===== src/rtl/irq_route_pkg.sv =====
package irq_route_pkg;
  localparam int SLOT_W       = 5;
  localparam int PIN_W        = 2;
  localparam int LINE_W       = 6;
  localparam int CFG_W        = 32;
  localparam int LINE_BASE    = 32;
  localparam int IDX_W        = $clog2(CFG_W);

  // board slot assignment
  localparam int SLOT_SOUTH   = 5;   // four pins onto four lines
  localparam int SLOT_VIDEO   = 6;   // all pins onto one line
  localparam int SLOT_NET     = 7;   // all pins onto one line
  localparam int SLOT_ADD_LO  = 8;   // first rotating add-in slot
  localparam int SLOT_ADD_HI  = 12;  // last rotating add-in slot

  localparam int LINE_VIDEO   = LINE_BASE + 4;
  localparam int LINE_NET     = LINE_BASE + 5;
  localparam int LINE_ADD0    = LINE_BASE + 6;
endpackage


===== src/rtl/irq_slot_map.sv =====
module irq_slot_map
  import irq_route_pkg::*;
(
  input  logic [SLOT_W-1:0] slot,
  input  logic [PIN_W-1:0]  pin,
  output logic [LINE_W-1:0] line
);
  localparam logic [LINE_W-1:0] ADD_OFS = LINE_W'(LINE_ADD0 - SLOT_ADD_LO);

  logic [LINE_W-1:0] slot_w, pin_w;
  assign slot_w = LINE_W'(slot);
  assign pin_w  = LINE_W'(pin);

  always_comb begin
    if (slot == SLOT_W'(SLOT_SOUTH))
      line = LINE_W'(LINE_BASE) + pin_w;
    else if (slot == SLOT_W'(SLOT_VIDEO))
      line = LINE_W'(LINE_VIDEO);
    else if (slot == SLOT_W'(SLOT_NET))
      line = LINE_W'(LINE_NET);
    else if (slot >= SLOT_W'(SLOT_ADD_LO) && slot <= SLOT_W'(SLOT_ADD_HI))
      line = slot_w + pin_w + ADD_OFS;
    else
      line = pin_w;
  end
endmodule


===== src/rtl/irq_cfg_sel.sv =====
module irq_cfg_sel
  import irq_route_pkg::*;
(
  input  logic [LINE_W-1:0] line,
  input  logic [CFG_W-1:0]  edge_cfg,
  input  logic [CFG_W-1:0]  pol_cfg,
  output logic              mapped,
  output logic              edge_bit,
  output logic              pol_bit
);
  logic [LINE_W-1:0] ofs;
  logic [IDX_W-1:0]  idx;

  assign ofs    = line - LINE_W'(LINE_BASE);
  assign idx    = ofs[IDX_W-1:0];
  assign mapped = (line >= LINE_W'(LINE_BASE)) && (ofs < LINE_W'(CFG_W));
  assign edge_bit = edge_cfg[idx];
  assign pol_bit  = pol_cfg[idx];
endmodule


===== src/rtl/irq_out_drv.sv =====
module irq_out_drv (
  input  logic clk,
  input  logic rst_n,
  input  logic fire,
  input  logic edge_bit,
  input  logic pol_bit,
  output logic irq
);
  logic irq_q, pulse_q;

  always_ff @(posedge clk) begin
    if (!rst_n) begin
      irq_q   <= 1'b0;
      pulse_q <= 1'b0;
    end else if (fire) begin
      irq_q   <= edge_bit ? 1'b1 : pol_bit;
      pulse_q <= edge_bit;
    end else if (pulse_q) begin
      irq_q   <= 1'b0;
      pulse_q <= 1'b0;
    end
  end

  assign irq = irq_q;
endmodule


===== src/rtl/irq_slot_router.sv =====
module irq_slot_router
  import irq_route_pkg::*;
(
  input  logic              clk,
  input  logic              rst_n,
  input  logic              evt_valid,
  input  logic [4:0]        evt_slot,
  input  logic [1:0]        evt_pin,
  input  logic              evt_level,
  input  logic [31:0]       edge_cfg,
  input  logic [31:0]       pol_cfg,
  output logic [5:0]        line_num,
  output logic              cpu_irq
);
  logic mapped, edge_bit, pol_bit, fire;
  logic unused_level;

  assign unused_level = evt_level;

  irq_slot_map u_map (
    .slot (evt_slot),
    .pin  (evt_pin),
    .line (line_num)
  );

  irq_cfg_sel u_sel (
    .line     (line_num),
    .edge_cfg (edge_cfg),
    .pol_cfg  (pol_cfg),
    .mapped   (mapped),
    .edge_bit (edge_bit),
    .pol_bit  (pol_bit)
  );

  assign fire = evt_valid && mapped;

  irq_out_drv u_drv (
    .clk      (clk),
    .rst_n    (rst_n),
    .fire     (fire),
    .edge_bit (edge_bit),
    .pol_bit  (pol_bit),
    .irq      (cpu_irq)
  );
endmodule


===== config.mk =====
export PLATFORM = sky130hd
export DESIGN_NAME = irq_slot_router
export DESIGN_NICKNAME = d
export VERILOG_FILES = /design/src/rtl/irq_route_pkg.sv /design/src/rtl/irq_slot_map.sv /design/src/rtl/irq_cfg_sel.sv /design/src/rtl/irq_out_drv.sv /design/src/rtl/irq_slot_router.sv
export SDC_FILE = /design/constraint.sdc
export NUM_CORES = 1
export LEC_CHECK = 0
export CAP_MARGIN = 25
export CORE_UTILIZATION = 39
export CTS_CLUSTER_DIAMETER = 50
export DETAILED_ROUTE_END_ITERATION = 12
export PLACE_DENSITY_LB_ADDON = 0.08
export SKIP_LAST_GASP = 1
export SYNTH_ARGS = -nofsm -noshare
export SYNTH_HDL_FRONTEND = slang
export SYNTH_SLANG_ARGS = --single-unit

===== constraint.sdc =====
create_clock -name clk -period 9.9 [get_ports clk]
set_input_delay 1.98 -clock clk [delete_from_list [all_inputs] [get_ports clk]]
set_output_delay 1.98 -clock clk [all_outputs]
set_load 0.05 [all_outputs]

* Yosys cells after proc, flatten, opt, wreduce, memory -nomap -nowiden
Index checks and enable logic that the tools add are counted.
Word-level totals: output and inout bits 7, input bits 75, bits in registers 2, word-level logic and storage cells 30
Cells by class: $lt $le $gt $ge 5, $add $sub $neg 4, reduce and logical (&&, ||, !) cells 5, muxes and demuxes 11, eq/ne operators 3
Operators with widths (count):
- two-way mux 6 bit | 4
- equality test 5 x 3 -> 1 bit, second input constant | 3
- binary-select mux 1 bit (select 5 bit) | 2
- adder 5 x 2 -> 6 bit | 1
- adder 6 x 2 -> 6 bit, first input constant | 1
- adder 6 x 5 -> 6 bit, second input constant | 1
- greater-or-equal comparator 6 bit, second input constant | 1
- less-than comparator 5 x 6 -> 1 bit, second input constant | 1
- less-than comparator 6 bit, second input constant | 1
- subtractor 6 bit, second input constant | 1
- greater-or-equal comparator 5 x 4 -> 1 bit, second input constant | 1
- less-or-equal comparator 5 x 4 -> 1 bit, second input constant | 1
- two-way mux 1 bit | 5
- logical AND 1 bit | 3
- AND reduction 2 bit | 1
- nonzero test 2 bit | 1

* Longest topological paths before layout
Gate-level depths: netlist (run 1).
word-level depth 11, mapped depth 16

* Cells and area by module
A second synthesis (run 1) with hierarchy kept.
Second synthesis, totals: cell total of the unflattened synthesis 127, area, all modules 1026.0 sq um
Modules (own cells, without submodules):
- irq_cfg_sel | times used 1, area an instance 614.3 sq um, seq. area each 0.0 sq um, cells each 73
- irq_slot_map | times used 1, area an instance 337.8 sq um, seq. area each 0.0 sq um, cells each 47
- irq_out_drv | times used 1, area an instance 67.6 sq um, seq. area each 40.0 sq um, cells each 6
- irq_slot_router | times used 1, area an instance 6.3 sq um, seq. area each 0.0 sq um, cells each 1

* Worst setup path before layout (run 1)
OpenSTA, ideal clock, no wires.
path type input port to output port, start point in evt_slot[1], end point out line_num[4], stages on the path 9, required time 7920 ps, buffers on the path 1, arrival time 3726 ps, path slack 4194 ps, cells stage by stage inv_1 -> ha_1 -> inv_1 -> ha_1 -> a21o_1 -> a21oi_1 -> xor2_1 -> and3_1 -> clkbuf_1
Between the ends: cells in the longest elaborated chain, start to end 6, elaborated cells between the ends (all ways) 12, those cells by class add/sub: 2; order compare: 2; eq/ne: 3; mux: 4; reduce/logical: 1
RTL lines:
- from (decl) | RTL line irq_slot_router.sv:7 | input logic [4:0] evt_slot,
- adder 5 x 2 -> 6 bit, or another cell as far along | RTL line irq_slot_map.sv:22 | line = slot_w + pin_w + ADD_OFS;
- adder 6 x 5 -> 6 bit / logical AND 1 bit (equally long branches) | RTL line irq_slot_map.sv:22, irq_slot_map.sv:21
- two-way mux 6 bit | RTL line irq_slot_map.sv:21 | else if (slot >= SLOT_W'(SLOT_ADD_LO) && slot <= SLOT_W'(SLOT_ADD_HI))
- two-way mux 6 bit | RTL line irq_slot_map.sv:19 | else if (slot == SLOT_W'(SLOT_NET))
- two-way mux 6 bit | RTL line irq_slot_map.sv:17 | else if (slot == SLOT_W'(SLOT_VIDEO))
- two-way mux 6 bit * | RTL line irq_slot_map.sv:15 | if (slot == SLOT_W'(SLOT_SOUTH))
- to (decl) | RTL line irq_slot_router.sv:12 | output logic [5:0] line_num,
Every way passes the cells marked *; elsewhere a longest branch is shown, timed or not.

* Worst setup path after layout (run 1)
start point in evt_slot[1], end point out line_num[2]
The elaborated chain is that of the path after synthesis.

==> impl_metrics.ini, run 1 <==
[timing]
clock-skew-final_ns = 0.00139
rsz0062_at_grt = false
maxClockFrequency_mhz = 128
min_period_over_period = 0.791
slew_worst_pin_ns = 0.857
setup-violations-final = 0
normalized_max_slew_margin = 0.427
hold_violations = 0
count_of_final_max_slew_check_failures = 0
fin_setup_tns_ns = 0
finalWorstPathRequiredPeriod_ns = 7.83

[layout]
commonest_non_fill_non_tap_cells_in_the_layout = 80 x sky130_fd_sc_hd__clkdlybuf4s50_1, 24 x sky130_fd_sc_hd__mux2i_1, 13 x sky130_fd_sc_hd__inv_1, 13 x sky130_fd_sc_hd__nand2_1
drive_above_1_share = 0.0812
register_area_um2 = 40.0
layout.cells.most_common = sky130_fd_sc_hd__clkdlybuf4s50_1
multi_input_comb_area_mm2 = 0.00108
insertedDiodeCount = 0
layout.filler_cells = 276
design.final.nets = 321
area_growth_pct = 67.5

[die]
ioPinCount = 82
floorplan.rows = 20
die_area_mm2 = 0.00338
starting_density = 0.406
die_w_um = 58.1
core_area_mm2 = 0.00303
dieHeight_um = 58.1

[logic_synthesis]
mean_syn_cell_area_um2 = 7.73
fraction_of_synthesized_cell_area_taken_by_the_top_area_cell_type = 0.196
postSynthRegisterBits = 2
yosys.area_share.xor_xnor = 0.0143
synth_compound_gate_area_share = 0.226
mux_contribution_to_synthesized_area = 0.278
synth_top_family_by_area = multiplexers
number_of_warnings_issued_by_yosys = 0
post-synth-top-area-cell = sky130_fd_sc_hd__mux2i_1
synth.distinct_cells = 50
yosysSeqAreaShare = 0.0326
synth_top_cells_by_area = sky130_fd_sc_hd__mux2i_1 20%, sky130_fd_sc_hd__ha_1 9.2%, sky130_fd_sc_hd__mux2_2 4.6%, sky130_fd_sc_hd__inv_1 4.0%, sky130_fd_sc_hd__nand2_1 4.0%
post_synth_and_or_nand_nor_area_fraction = 0.254
synth_fa_ha_area_frac = 0.108
post_syn_instances = 159
synth.cell_area_mm2 = 0.00123
synth_nets = 244

[min_path]
holdCritStartpoint = u_drv.pulse_q
worstHoldPathType = flip-flop to flip-flop

[setup_path]
timing_worst_setup_path_type = primary input to primary output
worstSetupStartpointType = primary input
critPathLaunch = evt_slot[1]
setup.reg_to_reg.worst_slack_ns = 9.16
critical_path_peak_fanout = 13
worst-endpoint-arrival_ns = 5.85
cp_data_required_time_ns = 7.92
reg2reg_from = u_drv.irq
end_kind = primary output

[detailed_routing]
drt_iter0_drcs = 55
drt_pre_antenna_iters = 4
detail_routed_net_length_per_standard_cell_um = 13.9
post-route-drc-count = 0
viasPerCell = 5.37
num_vias = 1494
drt_wl_total_um = 3870
route.antenna.remaining_nets = 0

[clocking]
post_cts_resized = 0
post-cts-setup-buffer-count = 0
clock_input_transition_at_the_sequential_cells_of_the_worst_setup_and_hold_paths_ns = 0.03
clock_tree.buffer_depth = 2
htree_num_levels = 1
hold_buffers = 0
worst_skew_pair_latency_ns = 0.23
cts_tree = built
cts_buffers = 3
numClockSinks = 2
cts_root_buf = sky130_fd_sc_hd__clkbuf_4

[run_status]
run_status = finished, final reports clean

[global_routing]
grt_use_total = 0.233
first_pass_grt_wire_length_um = 6270
grt_antenna_before_repair = 0
first_global_vias = 1486
grt_start_max_net_pins = 28
gr-total-overflow = 0

[place]
finalWeightedCongestion = 0.796
port-buffer-count = 80
place.detailed.hpwl_um = 3200

[power_and_ir_drop]
power.leakage_nw = 0.865
vdd_drop_max_mv = 0.0300
design_power_total_mw = 0.149
pwr_per_cell_area_mw_per_mm2 = 72.4

[job]
drv_cap = 0
==> state kept, by name, indices dropped and copies added (netlist names) <==
register,count
u_drv.irq,1
u_drv.pulse_q,1
==> layout make-up <==
| cell class | instances | area share |
|---|---|---|
| Tap cell | 44 | 0.0267 |
| Sequential cell | 2 | 0.0195 |
| Timing Repair Buffer | 80 | 0.389 |
| Inverter | 15 | 0.0286 |
| Multi-Input combinational cell | 134 | 0.525 |
| Clock buffer | 3 | 0.0109 |
==> power by group <==
part	internal, mW	switching (mW)
clock	0.0134	0.00510
combinational	0.0624	0.0594
sequential	0.00857	0.000162
==> logic make-up after synthesis <==
family,after synthesis
flip-flops,2
buffers and inverters,23
AND/OR/NAND/NOR,55
multiplexers,32
AO/OA/AOI/OAI,35
XOR/XNOR,2
adder cells (fa/ha/maj),10
==> through the flow <==
step	setup slack [ns]	hold WS, ns	utilization	std cells	cell area (um2)
2_1_floorplan	4.19	0.529	-	159	1230
3_3_place_gp	2.17	0.553	0.672	275	2040
3_5_place_dp	2.11	0.555	0.672	275	2040
4_1_cts	2.11	0.561	0.680	278	2060
5_1_grt	1.80	0.621	0.680	278	2060
6_report	2.07	0.560	0.680	278	2060
==> Yosys cell counts, drive strengths merged <==
library cell	instances
mux2i	24
inv	14
nand2	13
nor2	11
ha	9
nand3	9
mux2	7
a21oi	6
buf	6
nor3	5
o21ai	5
a211oi	4
nor4	4
and2	3
and3	3
nor2b	3
o22ai	3
a221oi	2
clkbuf	2
dfxtp	2
nand3b	2
o31ai	2
a2111oi	1
a21boi	1
a21o	1
a221o	1
a311oi	1
a31o	1
a31oi	1
a41o	1
clkinv	1
fa	1
mux4	1
nor3b	1
nor4b	1
o2111ai	1
o211a	1
o221a	1
o221ai	1
o22a	1
xnor2	1
xor2	1
==> metal layers <==
metal	share of wire	wire (um)	vias to the layer above	global-route usage
met5	0	0	-	0
met4	0.0047	18	0	0.0510
met3	0.078	301	2	0.0446
met2	0.50	1930	56	0.450
met1	0.42	1620	691	0.262
li1	-	-	745	-
==> final timing paths <==
| check | depth (start not counted) | to |
|---|---|---|
| hold reg to reg | 3 | u_drv.irq |
| setup / recovery | 11 | line_num[2] |
| hold / removal | 3 | u_drv.irq |
| setup reg to reg | 3 | u_drv.irq |
==> worst max-delay path: stages <==
cell                              delay [ns]
sky130_fd_sc_hd__clkdlybuf4s50_1        0.66
sky130_fd_sc_hd__inv_1                  0.11
sky130_fd_sc_hd__ha_1                   0.30
sky130_fd_sc_hd__inv_1                  0.06
sky130_fd_sc_hd__ha_1                   0.16
sky130_fd_sc_hd__inv_1                  0.05
sky130_fd_sc_hd__fa_1                   0.48
sky130_fd_sc_hd__a21oi_1                0.05
sky130_fd_sc_hd__a21boi_1               0.71
sky130_fd_sc_hd__inv_1                  0.46
sky130_fd_sc_hd__clkdlybuf4s50_1        0.82
(Power assumes the default switching activity.)
==> inputs of run 2 (changes only) <==
CORE_UTILIZATION = 37   (was 39)
clock period = 8 ns   (was 9.9 ns; I/O delays follow)
==> run 2 against run 1 <==
  * Via count grew 1.3%
  * Non-clock buffer count grew 2
  * Combinational power grew 25%
  * Wire length grew 4.1%
  * Register-to-register slack lost 1.9 ns
  * Sequential power grew 24%
  * Die area grew 5.2%
  * Setup slack lost 0.53 ns
  * First-iteration DRC count shrank 18%
  * Clock skew is essentially flat
  * Critical path type unchanged
  * Largest power group unchanged
==> impl_metrics.ini, run 2 (same netlist as run 1, synthesis figures left out) <==
[run_status]
run_status = finished, final reports clean

[power_and_ir_drop]
design_power_total_mw = 0.186
sequentialPowerShare = 0.058
pwr_per_cell_area_mw_per_mm2 = 89.6
power.net_switching_mw = 0.0800
vdd_drop_max_mv = 0.0744
combPwrFrac = 0.822
power.share.clock = 0.119
power.share.switching = 0.431
power.leakage_nw = 0.875
intPower_mw = 0.106

[timing]
rsz0062_at_grt = false
hold_violations = 0
normalized_max_slew_margin = 0.661
maxClockFrequency_mhz = 155
fin_setup_tns_ns = 0
clock-skew-final_ns = 0.00168
slew_worst_pin_ns = 0.505
min_period_over_period = 0.808
finalWorstPathRequiredPeriod_ns = 6.46
setup-violations-final = 0
count_of_final_max_slew_check_failures = 0

[place]
finalWeightedCongestion = 0.838
port-buffer-count = 80
post_dp_cell_area_mm2 = 0.00205
place.detailed.hpwl_um = 3340
dp.cells = 277

[job]
drv_cap = 0

[setup_path]
end_kind = primary output
critical_path_peak_fanout = 8
critPathMaxStageDelay_ns = 0.85
cp_cell_sequence = clkdlybuf4s50_1 -> inv_1 -> ha_1 -> inv_1 -> ha_1 -> inv_1 -> fa_1 -> xnor2_1 -> nand3_1 -> clkinv_1 -> clkdlybuf4s50_1
worstSetupStartpointType = primary input
worst_path_most_repeated_cell = sky130_fd_sc_hd__inv_1
cp_data_required_time_ns = 6.40
worst-endpoint-arrival_ns = 4.86
cpMaxStageDelayCell = sky130_fd_sc_hd__clkdlybuf4s50_1
timing_worst_setup_path_type = primary input to primary output

[layout]
area_growth_pct = 68.7
layout.cells.most_common = sky130_fd_sc_hd__clkdlybuf4s50_1
final_area_mm2 = 0.00207
layoutNonFillerInstCount = 280
drive_above_1_share = 0.0890
design.final.nets = 323
layout.filler_cells = 297
insertedDiodeCount = 0
commonest_non_fill_non_tap_cells_in_the_layout = 80 x sky130_fd_sc_hd__clkdlybuf4s50_1, 24 x sky130_fd_sc_hd__mux2i_1, 13 x sky130_fd_sc_hd__inv_1, 13 x sky130_fd_sc_hd__nand2_1

[global_routing]
grt_use_total = 0.236
gr-total-overflow = 0
first_global_vias = 1510
grt_antenna_before_repair = 0
first_pass_grt_wire_length_um = 6490
grt_start_max_net_pins = 28

[detailed_routing]
num_vias = 1514
drt_wl_total_um = 4030
route.antenna.remaining_nets = 0
drt_pre_antenna_iters = 4
post-route-drc-count = 0
detail_routed_net_length_per_standard_cell_um = 14.4
viasPerCell = 5.41
drt_iter0_drcs = 45

[die]
ioPinCount = 82
starting_density = 0.396
floorplan.rows = 20
dieHeight_um = 59.6
core_area_mm2 = 0.00310
die_area_mm2 = 0.00356
die_w_um = 59.6

[clocking]
numClockSinks = 2
worst_skew_pair_latency_ns = 0.22
clock_input_transition_at_the_sequential_cells_of_the_worst_setup_and_hold_paths_ns = 0.03
post-cts-setup-buffer-count = 0
hold_buffers = 0
cts_tree = built
cts_root_buf = sky130_fd_sc_hd__clkbuf_4
cts_buffers = 3
clock_tree.buffer_depth = 2
htree_num_levels = 1
post_cts_resized = 0

[min_path]
worstHoldPathType = flip-flop to flip-flop
==> run 2: cell count changes in the layout (fill, tap and decap cells not counted) <==
cell	previous run	this run
sky130_fd_sc_hd__buf_4	0	2
==> run 2: path summary, 6_finish.rpt <==
check                              startpoint          end  slack (ns)  cells after the start
worst min register to register  u_drv.pulse_q    u_drv.irq        0.58                      3
worst min-delay path            u_drv.pulse_q    u_drv.irq        0.58                      3
worst max-delay path              evt_slot[1]  line_num[3]        1.54                     11
worst max register to register      u_drv.irq    u_drv.irq        7.25                      3
==> run 2: power by group through the flow <==
stage	Clock, mW	Sequential, mW	Combinational (mW)
global placement	0	0.0109	0.150
CTS	0.0240	0.0108	0.153
global route	0.0235	0.0109	0.165
floorplan	0	0.0122	0.0928
finish	0.0222	0.0108	0.153
detailed placement	0	0.0109	0.152
==> run 2: cell type report <==
class | count | area (um2) | area share
Inverter | 15 | 58.8 | 0.0284
Tap cell | 44 | 55.1 | 0.0266
Sequential cell | 2 | 40.0 | 0.0193
Timing Repair Buffer | 82 | 816 | 0.393
Multi-Input combinational cell | 134 | 1080 | 0.521
Clock buffer | 3 | 22.5 | 0.0109
==> run 2: critical path: cells and delay by family <==
| kind | cells | cell delay (ns) |
|---|---|---|
| and+or+nand+nor | 1 | 0.25 |
| buffers and inverters | 6 | 1.99 |
| xor gates and xnor gates | 1 | 0.15 |
| adders and majority gates | 3 | 0.88 |
==> run 2: through the flow <==
step	util	hold slack [ns]	worst slack, ns
after floorplan	-	0.529	3.05
after global placement	0.661	0.545	1.62
after detailed placement	0.661	0.566	1.59
after CTS	0.668	0.576	1.58
after global routing	0.668	0.609	1.33
final	0.668	0.583	1.54
==> run 2: metal layers <==
metal | wire length, um | track usage | up-vias
met5 | 0 | 0 | -
met4 | 51 | 0.0631 | 0
met3 | 195 | 0.0218 | 4
met2 | 2050 | 0.435 | 53
met1 | 1720 | 0.291 | 704
li1 | - | - | 753
==> inputs of run 3 (changes only) <==
clock period = 6.1 ns   (was 8 ns; I/O delays follow)
==> run 3 against run 2 <==
  * Sequential power up 31%
  * Die area unchanged
  * Via count up 0.40%
  * Sequential share of layout area about the same
  * Final cell count unchanged
  * Power up 31%
  * Clock power up 35%
  * Core utilization down 0.081 points
  * Clock-buffer cell count unchanged
  * Largest cell class unchanged
==> impl_metrics.ini, run 3 (same netlist as run 1, synthesis figures left out) <==
[run_status]
run_status = finished, final reports clean

[layout]
post-route-util = 0.667
drive_above_1_share = 0.0932
area_growth_pct = 68.5
insertedDiodeCount = 0
commonest_non_fill_non_tap_cells_in_the_layout = 79 x sky130_fd_sc_hd__clkdlybuf4s50_1, 24 x sky130_fd_sc_hd__mux2i_1, 13 x sky130_fd_sc_hd__inv_1, 13 x sky130_fd_sc_hd__nand2_1
layout.cells.most_common = sky130_fd_sc_hd__clkdlybuf4s50_1
design.final.nets = 323

[min_path]
worstHoldPathType = flip-flop to flip-flop
holdCritStartpoint = u_drv.pulse_q
hold-path-cell-count = 3
worstHoldEndpoint = u_drv.irq

[detailed_routing]
viasPerCell = 5.43
drt_wl_total_um = 3990
route.antenna.remaining_nets = 0
post-route-drc-count = 0
drt_pre_antenna_iters = 4
detail_routed_net_length_per_standard_cell_um = 14.2
routed.top_layer = met4
wirelength_met1_um = 1750
met2_wirelength_um = 1920
num_vias = 1520
met3WireLength_um = 261
drt_iter0_drcs = 46

[setup_path]
critPathMaxStageDelay_ns = 0.84
setup.reg_to_reg.worst_slack_ns = 5.34
end_kind = primary output
reg2reg_from = u_drv.irq
timing.rr.end = u_drv.irq
critical_path_peak_fanout = 9
worst-endpoint-arrival_ns = 4.30
worst_r2r_path_depth = 3
cp_cell_sequence = clkdlybuf4s50_1 -> ha_1 -> ha_1 -> inv_1 -> fa_1 -> xnor2_1 -> nand3_1 -> clkinv_1 -> clkdlybuf4s50_1
timing_worst_setup_path_type = primary input to primary output
worstSetupStartpointType = primary input
cpMaxStageDelayCell = sky130_fd_sc_hd__clkdlybuf4s50_1
cp_data_required_time_ns = 4.88

[clocking]
post_cts_resized = 0
cts_tree = built
post-cts-setup-buffer-count = 0
worst_skew_pair_latency_ns = 0.23
htree_num_levels = 1
cts_buffers = 3
numClockSinks = 2
cts_root_buf = sky130_fd_sc_hd__clkbuf_4
clock_tree.buffer_depth = 2
clock_input_transition_at_the_sequential_cells_of_the_worst_setup_and_hold_paths_ns = 0.03
hold_buffers = 0

[global_routing]
first_global_vias = 1434
gr-total-overflow = 0
first_pass_grt_wire_length_um = 6270
grt_start_max_net_pins = 28
grt_use_total = 0.226
grt_antenna_before_repair = 0

[die]
ioPinCount = 82
core_area_mm2 = 0.00310
floorplan.rows = 20
dieHeight_um = 59.6
die_w_um = 59.6
die_area_mm2 = 0.00356
starting_density = 0.396

[timing]
normalized_max_slew_margin = 0.658
slew_worst_pin_ns = 0.511
setup-violations-final = 0
maxClockFrequency_mhz = 181
min_period_over_period = 0.905
hold_violations = 0
rsz0062_at_grt = false
fin_setup_tns_ns = 0
finalWorstPathRequiredPeriod_ns = 5.52
count_of_final_max_slew_check_failures = 0
clock-skew-final_ns = 0.000856

[power_and_ir_drop]
power.leakage_nw = 0.876
design_power_total_mw = 0.244
pwr_per_cell_area_mw_per_mm2 = 118
vdd_drop_max_mv = 0.101

[place]
place.detailed.hpwl_um = 3280
finalWeightedCongestion = 0.787
port-buffer-count = 80

[job]
drv_cap = 0
[run 3: critical path, delay by kind of cell]
kind                       cells  cell delay, ns
xor gates and xnor gates       1            0.15
and+or+nand+nor                1            0.26
buffers and inverters          4            1.86
adders and majority gates      3            0.80
[run 3: how the worst max path moves through the flow]
stage	depth (start not counted)	slack, ns	startpoint	to
6_report	9	0.58	evt_slot[0]	line_num[3]
3_5_place_dp	9	0.62	evt_slot[0]	line_num[3]
4_1_cts	9	0.60	evt_slot[0]	line_num[3]
5_1_grt	9	0.37	evt_slot[0]	line_num[3]
3_3_place_gp	9	0.64	evt_slot[0]	line_num[3]
2_1_floorplan	9	1.91	evt_slot[1]	line_num[4]
[run 3: final cells by class]
cell class | count | area [um2]
tap | 44 | 55.1
fill | 296 | 1030
timing repair buffer | 82 | 813
inverter | 15 | 58.8
sequential | 2 | 40.0
multi-input combinational | 134 | 1080
clock buffer | 3 | 22.5
[run 3: metrics by stage]
stage | worst slack (ns) | instance area [um2] | std cells | hold WS [ns]
final | 0.580 | 2070 | 280 | 0.561
after floorplan | 1.91 | 1230 | 159 | 0.529
after detailed placement | 0.623 | 2050 | 277 | 0.556
after global placement | 0.639 | 2050 | 277 | 0.546
after CTS | 0.603 | 2070 | 280 | 0.559
after global routing | 0.372 | 2070 | 280 | 0.599
[run 3: power breakdown]
part	internal (mW)	switching (mW)	total (mW)	leakage [nW]
combinational	0.102	0.0973	0.199	0.846
clock	0.0218	0.00829	0.0300	0.0138
sequential	0.0139	0.000330	0.0142	0.0163
[run 3: metal layers]
metal,vias up,global-route usage
li1,750,-
met5,-,0
met4,0,0.0498
met1,704,0.289
met3,4,0.0328
met2,62,0.398
